[src/rtl/irq_flag_pkg.sv]
// Package: shared sizes and register addresses for the interrupt flag controller.
// Assumes a 2-bit word address space with four registers.
package irq_flag_pkg;
    localparam int unsigned NUM_LINES = 2;
    localparam int unsigned ADDR_W    = 2;

    typedef enum logic [ADDR_W-1:0] {
        REG_FLAGS  = 2'd0,
        REG_ENABLE = 2'd1,
        REG_ROUTE  = 2'd2,
        REG_LINEEN = 2'd3
    } reg_addr_e;
endpackage

[src/rtl/ifc_edge_detect.sv]
// Module: rising-edge detector for a vector of event inputs.
// Assumes the events are synchronous to clk. The history resets to 0, so an
// event already high when reset is released counts as an edge.
module ifc_edge_detect #(
    parameter int unsigned WIDTH = 24
) (
    input  logic             clk,
    input  logic             rst_n,
    input  logic [WIDTH-1:0] evt_i,
    output logic [WIDTH-1:0] rise_o
);
    logic [WIDTH-1:0] prev_q;

    // Keep last cycle's event levels.
    always_ff @(posedge clk) begin
        if (!rst_n) prev_q <= '0;
        else        prev_q <= evt_i;
    end

    // An edge is a high level that was low one cycle earlier.
    always_comb rise_o = evt_i & ~prev_q;
endmodule

[src/rtl/ifc_flag_bank.sv]
// Module: sticky flag bits, set by event edges, cleared by write-one.
// Assumes clr_i is already qualified by a write to the flag address.
// Set takes priority over clear on the same bit.
module ifc_flag_bank #(
    parameter int unsigned WIDTH = 24
) (
    input  logic             clk,
    input  logic             rst_n,
    input  logic [WIDTH-1:0] set_i,
    input  logic [WIDTH-1:0] clr_i,
    output logic [WIDTH-1:0] flags_o
);
    logic [WIDTH-1:0] flags_q;

    // Per-bit update: clear first, then OR in new edges so set wins.
    always_ff @(posedge clk) begin
        if (!rst_n) flags_q <= '0;
        else        flags_q <= (flags_q & ~clr_i) | set_i;
    end

    // Expose the flag state.
    always_comb flags_o = flags_q;
endmodule

[src/rtl/ifc_cfg_regs.sv]
// Module: host-visible enable, route and line-enable registers plus read mux.
// Assumes single-cycle writes and combinational reads. Unused bits read 0.
module ifc_cfg_regs
    import irq_flag_pkg::*;
#(
    parameter int unsigned NFLAG  = 24,
    parameter int unsigned DATA_W = 32
) (
    input  logic                 clk,
    input  logic                 rst_n,
    input  logic                 wr_en,
    input  logic [ADDR_W-1:0]    wr_addr,
    input  logic [DATA_W-1:0]    wr_data,
    input  logic [ADDR_W-1:0]    rd_addr,
    input  logic [NFLAG-1:0]     flags_i,
    output logic [NFLAG-1:0]     clr_o,
    output logic [NFLAG-1:0]     enable_o,
    output logic [NFLAG-1:0]     route_o,
    output logic [NUM_LINES-1:0] lineen_o,
    output logic [DATA_W-1:0]    rd_data
);
    logic [NFLAG-1:0]     enable_q;
    logic [NFLAG-1:0]     route_q;
    logic [NUM_LINES-1:0] lineen_q;

    // Store configuration words on writes to their addresses.
    always_ff @(posedge clk) begin
        if (!rst_n) begin
            enable_q <= '0;
            route_q  <= '0;
            lineen_q <= '0;
        end else if (wr_en) begin
            case (reg_addr_e'(wr_addr))
                REG_ENABLE: enable_q <= wr_data[NFLAG-1:0];
                REG_ROUTE:  route_q  <= wr_data[NFLAG-1:0];
                REG_LINEEN: lineen_q <= wr_data[NUM_LINES-1:0];
                default:    ;
            endcase
        end
    end

    // Clear mask for the flag bank: the data word on a flag-address write.
    always_comb begin
        if (wr_en && reg_addr_e'(wr_addr) == REG_FLAGS) clr_o = wr_data[NFLAG-1:0];
        else                                           clr_o = '0;
    end

    // Read mux with zero-extension of every register.
    always_comb begin
        rd_data = '0;
        case (reg_addr_e'(rd_addr))
            REG_FLAGS:  rd_data[NFLAG-1:0]     = flags_i;
            REG_ENABLE: rd_data[NFLAG-1:0]     = enable_q;
            REG_ROUTE:  rd_data[NFLAG-1:0]     = route_q;
            REG_LINEEN: rd_data[NUM_LINES-1:0] = lineen_q;
            default:    rd_data = '0;
        endcase
    end

    // Drive configuration outputs.
    always_comb begin
        enable_o = enable_q;
        route_o  = route_q;
        lineen_o = lineen_q;
    end
endmodule

[src/rtl/ifc_line_merge.sv]
// Module: reduces masked flags to two registered interrupt lines.
// Assumes route bit 0 selects line 0 and route bit 1 selects line 1.
module ifc_line_merge
    import irq_flag_pkg::*;
#(
    parameter int unsigned NFLAG = 24
) (
    input  logic                 clk,
    input  logic                 rst_n,
    input  logic [NFLAG-1:0]     flags_i,
    input  logic [NFLAG-1:0]     enable_i,
    input  logic [NFLAG-1:0]     route_i,
    input  logic [NUM_LINES-1:0] lineen_i,
    output logic [NUM_LINES-1:0] irq_o
);
    logic [NFLAG-1:0]     active;
    logic [NUM_LINES-1:0] line_d;
    logic [NUM_LINES-1:0] line_q;

    // Flags that may raise an interrupt at all.
    always_comb active = flags_i & enable_i;

    // One reduction per line, selecting flags whose route matches the line.
    for (genvar ln = 0; ln < NUM_LINES; ln++) begin : g_line
        logic [NFLAG-1:0] pick;
        // Route match for this line.
        always_comb pick = (ln == 0) ? ~route_i : route_i;
        // Gate the OR with the line enable.
        always_comb line_d[ln] = lineen_i[ln] & (|(active & pick));
    end

    // Register the lines for glitch-free outputs.
    always_ff @(posedge clk) begin
        if (!rst_n) line_q <= '0;
        else        line_q <= line_d;
    end

    // Drive outputs.
    always_comb irq_o = line_q;
endmodule

[src/rtl/irq_flag_ctrl.sv]
// Module: top of the two-line interrupt flag controller.
// Edge-set sticky flags, write-one-to-clear, per-flag enable and route, two
// gated registered lines. Assumes all inputs are synchronous to clk.
module irq_flag_ctrl
    import irq_flag_pkg::*;
#(
    parameter int unsigned NFLAG  = 24,
    parameter int unsigned DATA_W = 32
) (
    input  logic                 clk,
    input  logic                 rst_n,
    input  logic [NFLAG-1:0]     evt_i,
    input  logic                 wr_en,
    input  logic [ADDR_W-1:0]    wr_addr,
    input  logic [DATA_W-1:0]    wr_data,
    input  logic [ADDR_W-1:0]    rd_addr,
    output logic [DATA_W-1:0]    rd_data,
    output logic [NUM_LINES-1:0] irq_o
);
    logic [NFLAG-1:0]     rise;
    logic [NFLAG-1:0]     clr;
    logic [NFLAG-1:0]     flags;
    logic [NFLAG-1:0]     enable;
    logic [NFLAG-1:0]     route;
    logic [NUM_LINES-1:0] lineen;

    ifc_edge_detect #(.WIDTH(NFLAG)) u_edge (
        .clk(clk), .rst_n(rst_n), .evt_i(evt_i), .rise_o(rise)
    );

    ifc_flag_bank #(.WIDTH(NFLAG)) u_flags (
        .clk(clk), .rst_n(rst_n), .set_i(rise), .clr_i(clr), .flags_o(flags)
    );

    ifc_cfg_regs #(.NFLAG(NFLAG), .DATA_W(DATA_W)) u_regs (
        .clk(clk), .rst_n(rst_n), .wr_en(wr_en), .wr_addr(wr_addr),
        .wr_data(wr_data), .rd_addr(rd_addr), .flags_i(flags), .clr_o(clr),
        .enable_o(enable), .route_o(route), .lineen_o(lineen), .rd_data(rd_data)
    );

    ifc_line_merge #(.NFLAG(NFLAG)) u_merge (
        .clk(clk), .rst_n(rst_n), .flags_i(flags), .enable_i(enable),
        .route_i(route), .lineen_i(lineen), .irq_o(irq_o)
    );
endmodule

[config.mk]
export PLATFORM = sky130hd
export DESIGN_NAME = irq_flag_ctrl
export DESIGN_NICKNAME = d
export VERILOG_FILES = /design/src/rtl/irq_flag_pkg.sv /design/src/rtl/ifc_edge_detect.sv /design/src/rtl/ifc_flag_bank.sv /design/src/rtl/ifc_cfg_regs.sv /design/src/rtl/ifc_line_merge.sv /design/src/rtl/irq_flag_ctrl.sv
export SDC_FILE = /design/constraint.sdc
export NUM_CORES = 1
export LEC_CHECK = 0
export ABC_AREA = 0
export BUFFER_PORTS_ARGS = -buffer_cell sky130_fd_sc_hd__buf_2
export CAP_MARGIN = 20
export CORE_MARGIN = 10
export CORE_UTILIZATION = 54
export DETAILED_ROUTE_END_ITERATION = 12
export PLACE_DENSITY = 0.75
export SYNTH_ARGS = -nofsm -noshare
export SYNTH_HDL_FRONTEND = slang
export SYNTH_SLANG_ARGS = --single-unit
[constraint.sdc]
create_clock -name clk -period 1.6 [get_ports clk]
set_input_delay 0.08 -clock clk [delete_from_list [all_inputs] [get_ports clk]]
set_output_delay 0.08 -clock clk [all_outputs]
set_load 0.01 [all_outputs]
==> results of run 1 <==
## cell usage in the layout, fill, tap and decap left out, types with 2 or more instances in the layout
cell           instances
nand2_1              168
dfxtp_1              100
buf_2                 80
nor2b_1               51
dlygate4sd3_1         48
a21boi_1              25
mux2i_1               24
a21oi_1               24
and2_1                24
a21boi_0              23
o21ai_0               22
nand3_1               22
o22ai_1               12
buf_4                 12
clkbuf_8              11
conb_1                 8
nand4_1                6
nor4_1                 3
nand3_2                3
mux4_2                 2
clkinv_4               2
## critical path: cells and delay by family, from the launching register on
kind | cells | cell delay [ns]
flops | 1 | 0.35
simple gates | 3 | 0.76
compound gates | 1 | 0.29
## power groups by stage
stage          sequential (mW)  combinational (mW)  clock, mW
2_1_floorplan             2.74               0.350          0
3_3_place_gp              2.76               0.534          0
3_5_place_dp              2.77               0.548          0
4_1_cts                   2.71               0.640       1.72
5_1_grt                   2.73               0.717       1.84
6_report                  2.72               0.646       1.70
## metal layers
metal / track usage [%] / up-vias / part of all wire (%)
met5: 0 / - / 0
met4: 6.68 / 0 / 2.1
met3: 5.63 / 22 / 7.6
met2: 35.2 / 167 / 49
met1: 24.3 / 1975 / 41
li1: - / 2084 / -
## kinds of logic after synthesis
| logic type | count (synthesis) |
|---|---|
| other cells | 1 |
| flops | 100 |
| mux | 26 |
| simple gates | 283 |
| compound gates | 108 |
| buf+inv | 38 |
## flip-flops by register name, summed over array words and instances, names as in the netlist
signal           count
u_merge.irq_o        2
u_regs.enable_o     24
u_regs.lineen_o      2
u_edge.prev_q       24
u_regs.route_o      24
u_flags.flags_o     24
## repair_timing
item / in CTS / in global routing
endpoints found under the hold margin: 71 / 0
resized for setup: 0 / 0
setup endpoints to repair: 0 / 0
hold buffers: 48 / 0
## per-stage QoR
| stage | cells | cell area, um^2 |
|---|---|---|
| 2_1_floorplan | 563 | 4530 |
| 3_3_place_gp | 723 | 4980 |
| 3_5_place_dp | 723 | 4980 |
| 4_1_cts | 787 | 5680 |
| 5_1_grt | 787 | 5680 |
| 6_report | 787 | 5680 |
## Yosys cell counts
cell type  number  area share (%)
dfxtp_1       100              44
nor3b_2         1            0.28
a21oi_1        24             2.7
and2_1         24             3.3
clkbuf_1       19             1.6
buf_4           8             1.3
a31oi_1         1            0.14
nand2_1       168              14
nand3_1        22             2.4
buf_2          11             1.2
nor2_1          1           0.083
nor2b_1        51             7.1
mux2i_1        24             5.3
conb_1          1           0.083
nor4_1          3            0.42
a21boi_1       25             4.2
nand3_2         3            0.67
nand4_1         6            0.83
o22ai_1        12             1.7
and3b_1         1            0.19
o311a_1         1            0.22
or4_1           1            0.17
o21ai_0        22             2.4
or2_1           1            0.14
a21boi_0       23             3.8
nand3b_1        1            0.17
mux4_2          2             1.0
## final timing paths
path         cells after the start          startpoint                to
max                              4  u_flags.flags_o[1]  u_merge.irq_o[1]
min reg2reg                      2  u_regs.lineen_o[0]  u_merge.irq_o[0]
max reg2reg                      4  u_flags.flags_o[1]  u_merge.irq_o[1]
min                              3               rst_n  u_merge.irq_o[0]
## area by class of cell
class | count | area, um^2
fill | 655 | 2500
tap | 105 | 131
sequential | 100 | 2000
multi-input combinational | 425 | 2340
clock buffer | 11 | 151
clock inverter | 5 | 60.1
timing repair buffer | 141 | 991
==> results.json, run 1 <==
{
  "h-tree-depth": 3,
  "die_x_um": 111,
  "r2r_slack_ns": 0.1,
  "critPathRequiredTime_ns": 1.87,
  "finalSetupTns_ns": 0,
  "p_int_mw": 3.75,
  "p_comb_share_pct": 12.7,
  "antenna_cells": 0,
  "synth_cell_types": 27,
  "routed_wl_um": 12800,
  "cts_tree": "done",
  "cts_setup_buffers": 0,
  "vias": 4248,
  "numCtsBuffers": 9,
  "period_minus_slack_ns": 1.50,
  "dieArea_um2": 12400,
  "clock_latency_ns": 0.37,
  "muxShareOfSynthArea_pct": 6.34,
  "power_density_nw_per_um2": 893,
  "start_util_pct": 55.1,
  "track_usage_pct": 20.5,
  "critical_path_class": "register to register",
  "synth_compound_area_share_pct": 15.1,
  "hpwlAfterDp_um": 8410,
  "cts.sink_count": 100,
  "p_total_mw": 5.07,
  "synthAdderAreaFrac_pct": 0,
  "cts_root_buffer": "clkbuf_8",
  "rsz0062_at_grt": "false",
  "vias_per_cell": 5.40,
  "final_util_pct": 69.4,
  "core_area_um2": 8180,
  "p_seq_share_pct": 53.6,
  "slew_headroom_pct": 64.8,
  "drt_iter0_drc": 332,
  "syn2layout_area_growth_pct": 26.1,
  "leakagePower_nw": 2.31,
  "endpoint_kind": "register",
  "hold_path_class": "input port to register",
  "path_cells": "nand3_1 -> nand4_1 -> or4_1 -> o311a_1",
  "layout.nets": 740,
  "ys_ff_latch": 100,
  "clkTransAtPathRegs_ns": 0.10,
  "cpMaxStageDelayCell": "or4_1",
  "syn_inst": 556,
  "port_buffers": 80,
  "dr.pass1.iters": 5,
  "skew_ns": 0.00662,
  "fp.dieH_um": 111,
  "grt_pass1_vias": 4328,
  "grt_overflow": 0,
  "path_max_fanout": 4,
  "synth_top_family_by_area": "simple AND/OR/NAND/NOR gates",
  "whs_ns": 0.167,
  "p_switching_mw": 1.32,
  "cp-start-kind": "register",
  "dpl_worst_slack_ns": 0.116,
  "slew_violations": 0,
  "p_clk_share_pct": 33.6,
  "final_hold_viol_count": 0,
  "switching_share_pct": 26.0,
  "worst_pin_slew_ns": 0.523,
  "num_rows": 33,
  "max_stage_delay_ns": 0.53,
  "synth_warnings": 0,
  "peakVddDrop_uv": 552,
  "routabilityCongestion": 0.874,
  "synthSimpleGateAreaFrac_pct": 29.8,
  "grt_max_degree": 49,
  "synth_area_um2": 4500,
  "crit_arrival_ns": 1.77,
  "final-setup-viol-count": 0,
  "drive_gt1_share_pct": 16.9,
  "wl_per_cell_um": 16.3,
  "synth_seq_area_share_pct": 44.5,
  "fmax_mhz": 666,
  "synth_xor_area_share_pct": 0,
  "drv_cap": 0,
  "remaining_drc_errors": 0,
  "grt_pass1_wl_um": 21300,
  "antenna_found_initial": 0,
  "status": "complete, no violations",
  "cts.path.max_buffers": 2,
  "ant_nets": 0,
  "finalWorstSetupSlack_ns": 0.0992,
  "finalCritPeriodShare_pct": 93.8,
  "syn_avg_cell_area_um2": 8.10,
  "io_pins": 97
}
No activity file was read; power rests on OpenSTA's default activity.
==> inputs of run 2 (changes only) <==
--- a/config.mk
+++ b/config.mk
@@ -6,12 +6,12 @@
 export NUM_CORES = 1
 export LEC_CHECK = 0
 export ABC_AREA = 0
-export BUFFER_PORTS_ARGS = -buffer_cell sky130_fd_sc_hd__buf_2
+export BUFFER_PORTS_ARGS = -buffer_cell sky130_fd_sc_hd__buf_4
 export CAP_MARGIN = 20
 export CORE_MARGIN = 10
-export CORE_UTILIZATION = 54
+export CORE_UTILIZATION = 40
 export DETAILED_ROUTE_END_ITERATION = 12
-export PLACE_DENSITY = 0.75
+export PLACE_DENSITY = 0.58
 export SYNTH_ARGS = -nofsm -noshare
 export SYNTH_HDL_FRONTEND = slang
 export SYNTH_SLANG_ARGS = --single-unit
==> run 2 against run 1 <==
  * Sequential power about the same
  * Non-clock buffer count decreased by 5
  * Clock power increased by 58%
  * Via count decreased by 3.4%
  * Sequential cell count unchanged
  * Sequential share of layout area decreased by 2.1 points
  * Wire length increased by 6.4%
  * Critical endpoint unchanged
  * Final area increased by 6.3%
==> results.json, run 2 (same netlist as run 1, synthesis figures left out) <==
{
  "status": "complete, no violations",
  "antenna_found_initial": 0,
  "grt_overflow": 0,
  "dr.pass1.iters": 4,
  "skew_ns": 0.00759,
  "final_util_pct": 55.2,
  "routed_wl_um": 13600,
  "final_hold_viol_count": 0,
  "fmax_mhz": 674,
  "dpl_worst_slack_ns": 0.114,
  "finalSetupTns_ns": 0,
  "port_buffers": 80,
  "io_pins": 97,
  "final_cell_mix": "nand2_1, dfxtp_1, buf_4, nor2b_1, dlygate4sd3_1",
  "antenna_cells": 0,
  "top_layer": "met4",
  "clock_latency_ns": 0.35,
  "rsz0062_at_grt": "false",
  "finalCritPeriodShare_pct": 92.7,
  "endpoint_kind": "register",
  "dr_wl_met3_um": 1010,
  "fp.dieH_um": 126,
  "dp.cells": 757,
  "holdPathStages": 3,
  "drive_gt1_share_pct": 16.8,
  "final_common_cell": "nand2_1",
  "cts.sink_count": 100,
  "cts_setup_buffers": 0,
  "num_rows": 38,
  "multiInputGateArea_um2": 2340,
  "h-tree-depth": 3,
  "grt_pass1_wl_um": 21200,
  "numCtsBuffers": 9,
  "vias": 4104,
  "track_usage_pct": 16.5,
  "layout.nets": 735,
  "wl_per_cell_um": 16.7,
  "wl_met2_um": 6360,
  "grt_max_degree": 50,
  "ant_nets": 0,
  "n_fill_cell": 1025,
  "finalWorstSetupSlack_ns": 0.117,
  "period_minus_slack_ns": 1.48,
  "vias_per_cell": 5.02,
  "syn2layout_area_growth_pct": 34.0,
  "core_area_um2": 10900,
  "remaining_drc_errors": 0,
  "start_util_pct": 41.2,
  "crit_arrival_ns": 1.73,
  "wl_met1_um": 6020,
  "path_max_fanout": 4,
  "clkTransAtPathRegs_ns": 0.07,
  "critical_path_class": "register to register",
  "critPathRequiredTime_ns": 1.84,
  "slew_violations": 0,
  "cp-start-kind": "register",
  "cts_tree": "done",
  "drv_cap": 0,
  "grt_pass1_vias": 3986,
  "hold_path_class": "input port to register",
  "final-setup-viol-count": 0,
  "die_x_um": 126,
  "leakagePower_nw": 2.41,
  "drt_iter0_drc": 224,
  "r2r_cells": 4,
  "power_density_nw_per_um2": 1010,
  "dieArea_um2": 15900,
  "routabilityCongestion": 0.802,
  "final-instance-count-excl-fill": 817,
  "hpwlAfterDp_um": 9060,
  "cts.path.max_buffers": 2,
  "final-seq-area_um2": 2000,
  "peakVddDrop_uv": 429,
  "cts_root_buffer": "clkbuf_16"
}
==> run 2: cell count changes in the layout (fill, tap and decap cells not counted), sizes merged <==
cell         delta
clkbuf          -1
clkinv          -2
inv             +1
bufinv          +3
dlygate4sd3     -4
clkinvlp        -1
buf             -1
==> run 2: area by class of cell <==
cell class,count,share of cell area (%)
Timing Repair Buffer,136,19.0
Clock buffer,10,3.96
Sequential cell,100,33.2
Multi-Input combinational cell,425,38.8
Tap cell,140,2.90
Clock inverter,6,2.22
==> run 2: stage by stage <==
| step | hold slack (ns) | power, mW | instance area (um^2) |
|---|---|---|---|
| 6_report | 0.0107 | 6.11 | 6030 |
| 5_1_grt | 0.0221 | 6.34 | 6030 |
| 4_1_cts | 0.00254 | 6.16 | 6030 |
| 3_5_place_dp | 0.293 | 3.38 | 5220 |
| 3_3_place_gp | 0.290 | 3.37 | 5220 |
| 2_1_floorplan | 0.202 | 3.09 | 4530 |
==> run 2: routing by layer <==
layer  GRT usage, %  vias to the layer above
met4           6.43                        0
met3           4.28                       18
met2           26.5                      127
met5              0                        -
met1           20.7                     1886
li1               -                     2073
==> run 2: what timing repair did <==
item                      4_1_cts  5_1_grt
gates resized for setup         0        0
hold buffers                   44        0
hold endpoints to repair       51        0
==> run 2: final timing paths <==
path                       start            endpoint  slack (ns)
max reg2reg  u_flags.flags_o[10]    u_merge.irq_o[1]        0.12
min                  wr_data[12]  u_regs.route_o[12]        0.01
max          u_flags.flags_o[10]    u_merge.irq_o[1]        0.12
min reg2reg    u_regs.route_o[6]   u_regs.route_o[6]        0.49
==> run 2: power breakdown <==
group / switching [mW] / leakage [nW] / internal (mW)
registers: 0.104 / 0.823 / 2.61
logic: 0.330 / 1.40 / 0.372
clock network: 0.960 / 0.183 / 1.73
==> run 2: worst max-delay path, stage by stage, from the launching register on <==
cell and delay [ns]:
dfxtp_1 0.34, nand3_1 0.12, nand4_1 0.12, or4_1 0.51
o311a_1 0.29
==> inputs of run 3 (changes only) <==
--- a/config.mk
+++ b/config.mk
@@ -11,7 +11,9 @@
 export CORE_MARGIN = 10
 export CORE_UTILIZATION = 40
 export DETAILED_ROUTE_END_ITERATION = 12
+export GPL_TIMING_DRIVEN = 0
 export PLACE_DENSITY = 0.58
+export SETUP_SLACK_MARGIN = 0.02
 export SYNTH_ARGS = -nofsm -noshare
 export SYNTH_HDL_FRONTEND = slang
 export SYNTH_SLANG_ARGS = --single-unit
==> run 3 against run 2 <==
  * Clock power is 4% lower
  * Sequential share of layout area is 0.25 points lower
  * Die area did not move
  * Utilization increased by 0.46 points
  * Via count increased by 4.6%
  * Combinational power increased by 1%
  * Largest cell class unchanged
  * Sequential power hardly changed
  * Maximum frequency down 4.0%
  * Critical path type unchanged
  * Final area increased by 0.83%
  * Critical path depth unchanged
==> results.json, run 3 (same netlist as run 1, synthesis figures left out) <==
{
  "routed_wl_um": 14200,
  "final_common_cell": "nand2_1",
  "worst_pin_slew_ns": 0.576,
  "core_area_um2": 10900,
  "cts.sink_count": 100,
  "vias": 4291,
  "layout.nets": 758,
  "dpl_worst_slack_ns": 0.0865,
  "critPathTopFamily": "simple AND/OR/NAND/NOR gates",
  "cpMaxStageDelayCell": "or4_1",
  "slew_headroom_pct": 61.6,
  "leakagePower_nw": 2.45,
  "final_hold_viol_count": 0,
  "antenna_found_initial": 1,
  "vias_per_cell": 5.11,
  "cts.path.max_buffers": 2,
  "grt_overflow": 0,
  "final-setup-viol-count": 0,
  "wl_per_cell_um": 16.9,
  "critPathRequiredTime_ns": 1.84,
  "cts_root_buffer": "clkbuf_16",
  "hpwlAfterDp_um": 10400,
  "drv_cap": 0,
  "p_total_mw": 6.02,
  "cp-start-kind": "register",
  "track_usage_pct": 17.7,
  "period_minus_slack_ns": 1.54,
  "slew_violations": 0,
  "critical_path_class": "register to register",
  "syn2layout_area_growth_pct": 35.1,
  "drt_iter0_drc": 291,
  "ant_nets": 0,
  "dieArea_um2": 15900,
  "cts_setup_buffers": 0,
  "skew_ns": 0.00780,
  "placed_area_um2": 5290,
  "peakVddDrop_uv": 888,
  "clock_latency_ns": 0.35,
  "num_rows": 38,
  "remaining_drc_errors": 0,
  "grt_pass1_wl_um": 22400,
  "routabilityCongestion": 0.904,
  "endpoint_kind": "register",
  "fmax_mhz": 647,
  "power_density_nw_per_um2": 989,
  "start_util_pct": 41.2,
  "h-tree-depth": 3,
  "crit_arrival_ns": 1.78,
  "fp.dieH_um": 126,
  "dr.pass1.iters": 7,
  "finalSetupTns_ns": 0,
  "hold_path_class": "input port to register",
  "clkTransAtPathRegs_ns": 0.07,
  "rsz0062_at_grt": "false",
  "final_area_um2": 6080,
  "die_x_um": 126,
  "path_max_fanout": 4,
  "cts_tree": "done",
  "io_pins": 97,
  "final_cell_mix": "nand2_1, dfxtp_1, buf_4, nor2b_1, dlygate4sd3_1",
  "grt_max_degree": 17,
  "critical_path_buf_inv_count": 0,
  "status": "complete, no violations",
  "max_stage_delay_ns": 0.51,
  "finalWorstSetupSlack_ns": 0.0553,
  "drive_gt1_share_pct": 17.4,
  "numCtsBuffers": 9,
  "antenna_cells": 0,
  "grt_pass1_vias": 4257,
  "port_buffers": 78,
  "finalCritPeriodShare_pct": 96.5,
  "path_cells": "nand3_1 -> nand4_1 -> or4_1 -> o311a_1"
}
-- run 3: cell count changes in the layout (fill, tap and decap cells not counted), moves of 2 or more --
cell / delta
buf_2: +11
buf_4: -5
clkbuf_1: +17
clkbuf_2: +2
clkinv_4: +2
-- run 3: where the power goes --
| part | total, mW | leakage, nW | switching, mW | internal (mW) |
|---|---|---|---|---|
| clock | 2.58 | 0.176 | 0.963 | 1.62 |
| combinational | 0.709 | 1.45 | 0.332 | 0.376 |
| sequential | 2.73 | 0.823 | 0.115 | 2.61 |
-- run 3: path summary, 6_finish.rpt --
check                                   startpoint                  end  slack [ns]  cells after the start
worst max-delay path             u_regs.route_o[3]     u_merge.irq_o[1]        0.06                      4
worst min-delay path                   wr_data[23]  u_regs.enable_o[23]        0.01                      3
worst max register to register   u_regs.route_o[3]     u_merge.irq_o[1]        0.06                      4
worst min register to register  u_regs.route_o[11]   u_regs.route_o[11]        0.49                      2
-- run 3: per-stage QoR --
| step | instances | util (%) | hold slack, ns |
|---|---|---|---|
| after floorplan | 563 | - | 0.202 |
| after global placement | 781 | 48.4 | 0.289 |
| after detailed placement | 781 | 48.4 | 0.294 |
| after CTS | 840 | 55.6 | 0.00623 |
| after global routing | 840 | 55.6 | 0.00435 |
| final | 840 | 55.6 | 0.00997 |
-- run 3: timing repair --
item,CTS,global route
endpoints found under the setup margin,0,6
hold endpoints to repair,55,0
resized for setup,0,5
hold buffers,43,0
-- run 3: routing by layer --
| layer | vias to the layer above | GRT usage (%) | part of all wire [%] |
|---|---|---|---|
| met5 | - | 0 | 0 |
| met4 | 0 | 6.83 | 2.3 |
| met3 | 24 | 5.91 | 8.1 |
| met2 | 155 | 28.4 | 46 |
| met1 | 1989 | 21.4 | 43 |
| li1 | 2123 | - | - |
-- run 3: area by class of cell --
cell class	instances	area, um^2
multi-input cells	425	2340
clock inverters	5	108
plain buffers	38	189
flip-flops and latches	100	2000
well taps	140	175
fillers	1081	4850
clock buffers	11	253
repair buffers	121	1020
-- run 3: tightest hold or removal path, delay by kind of cell --
family	cells	cell delay (ns)
compound gates	1	0.06
buf+inv	1	0.12
simple gates	1	0.05
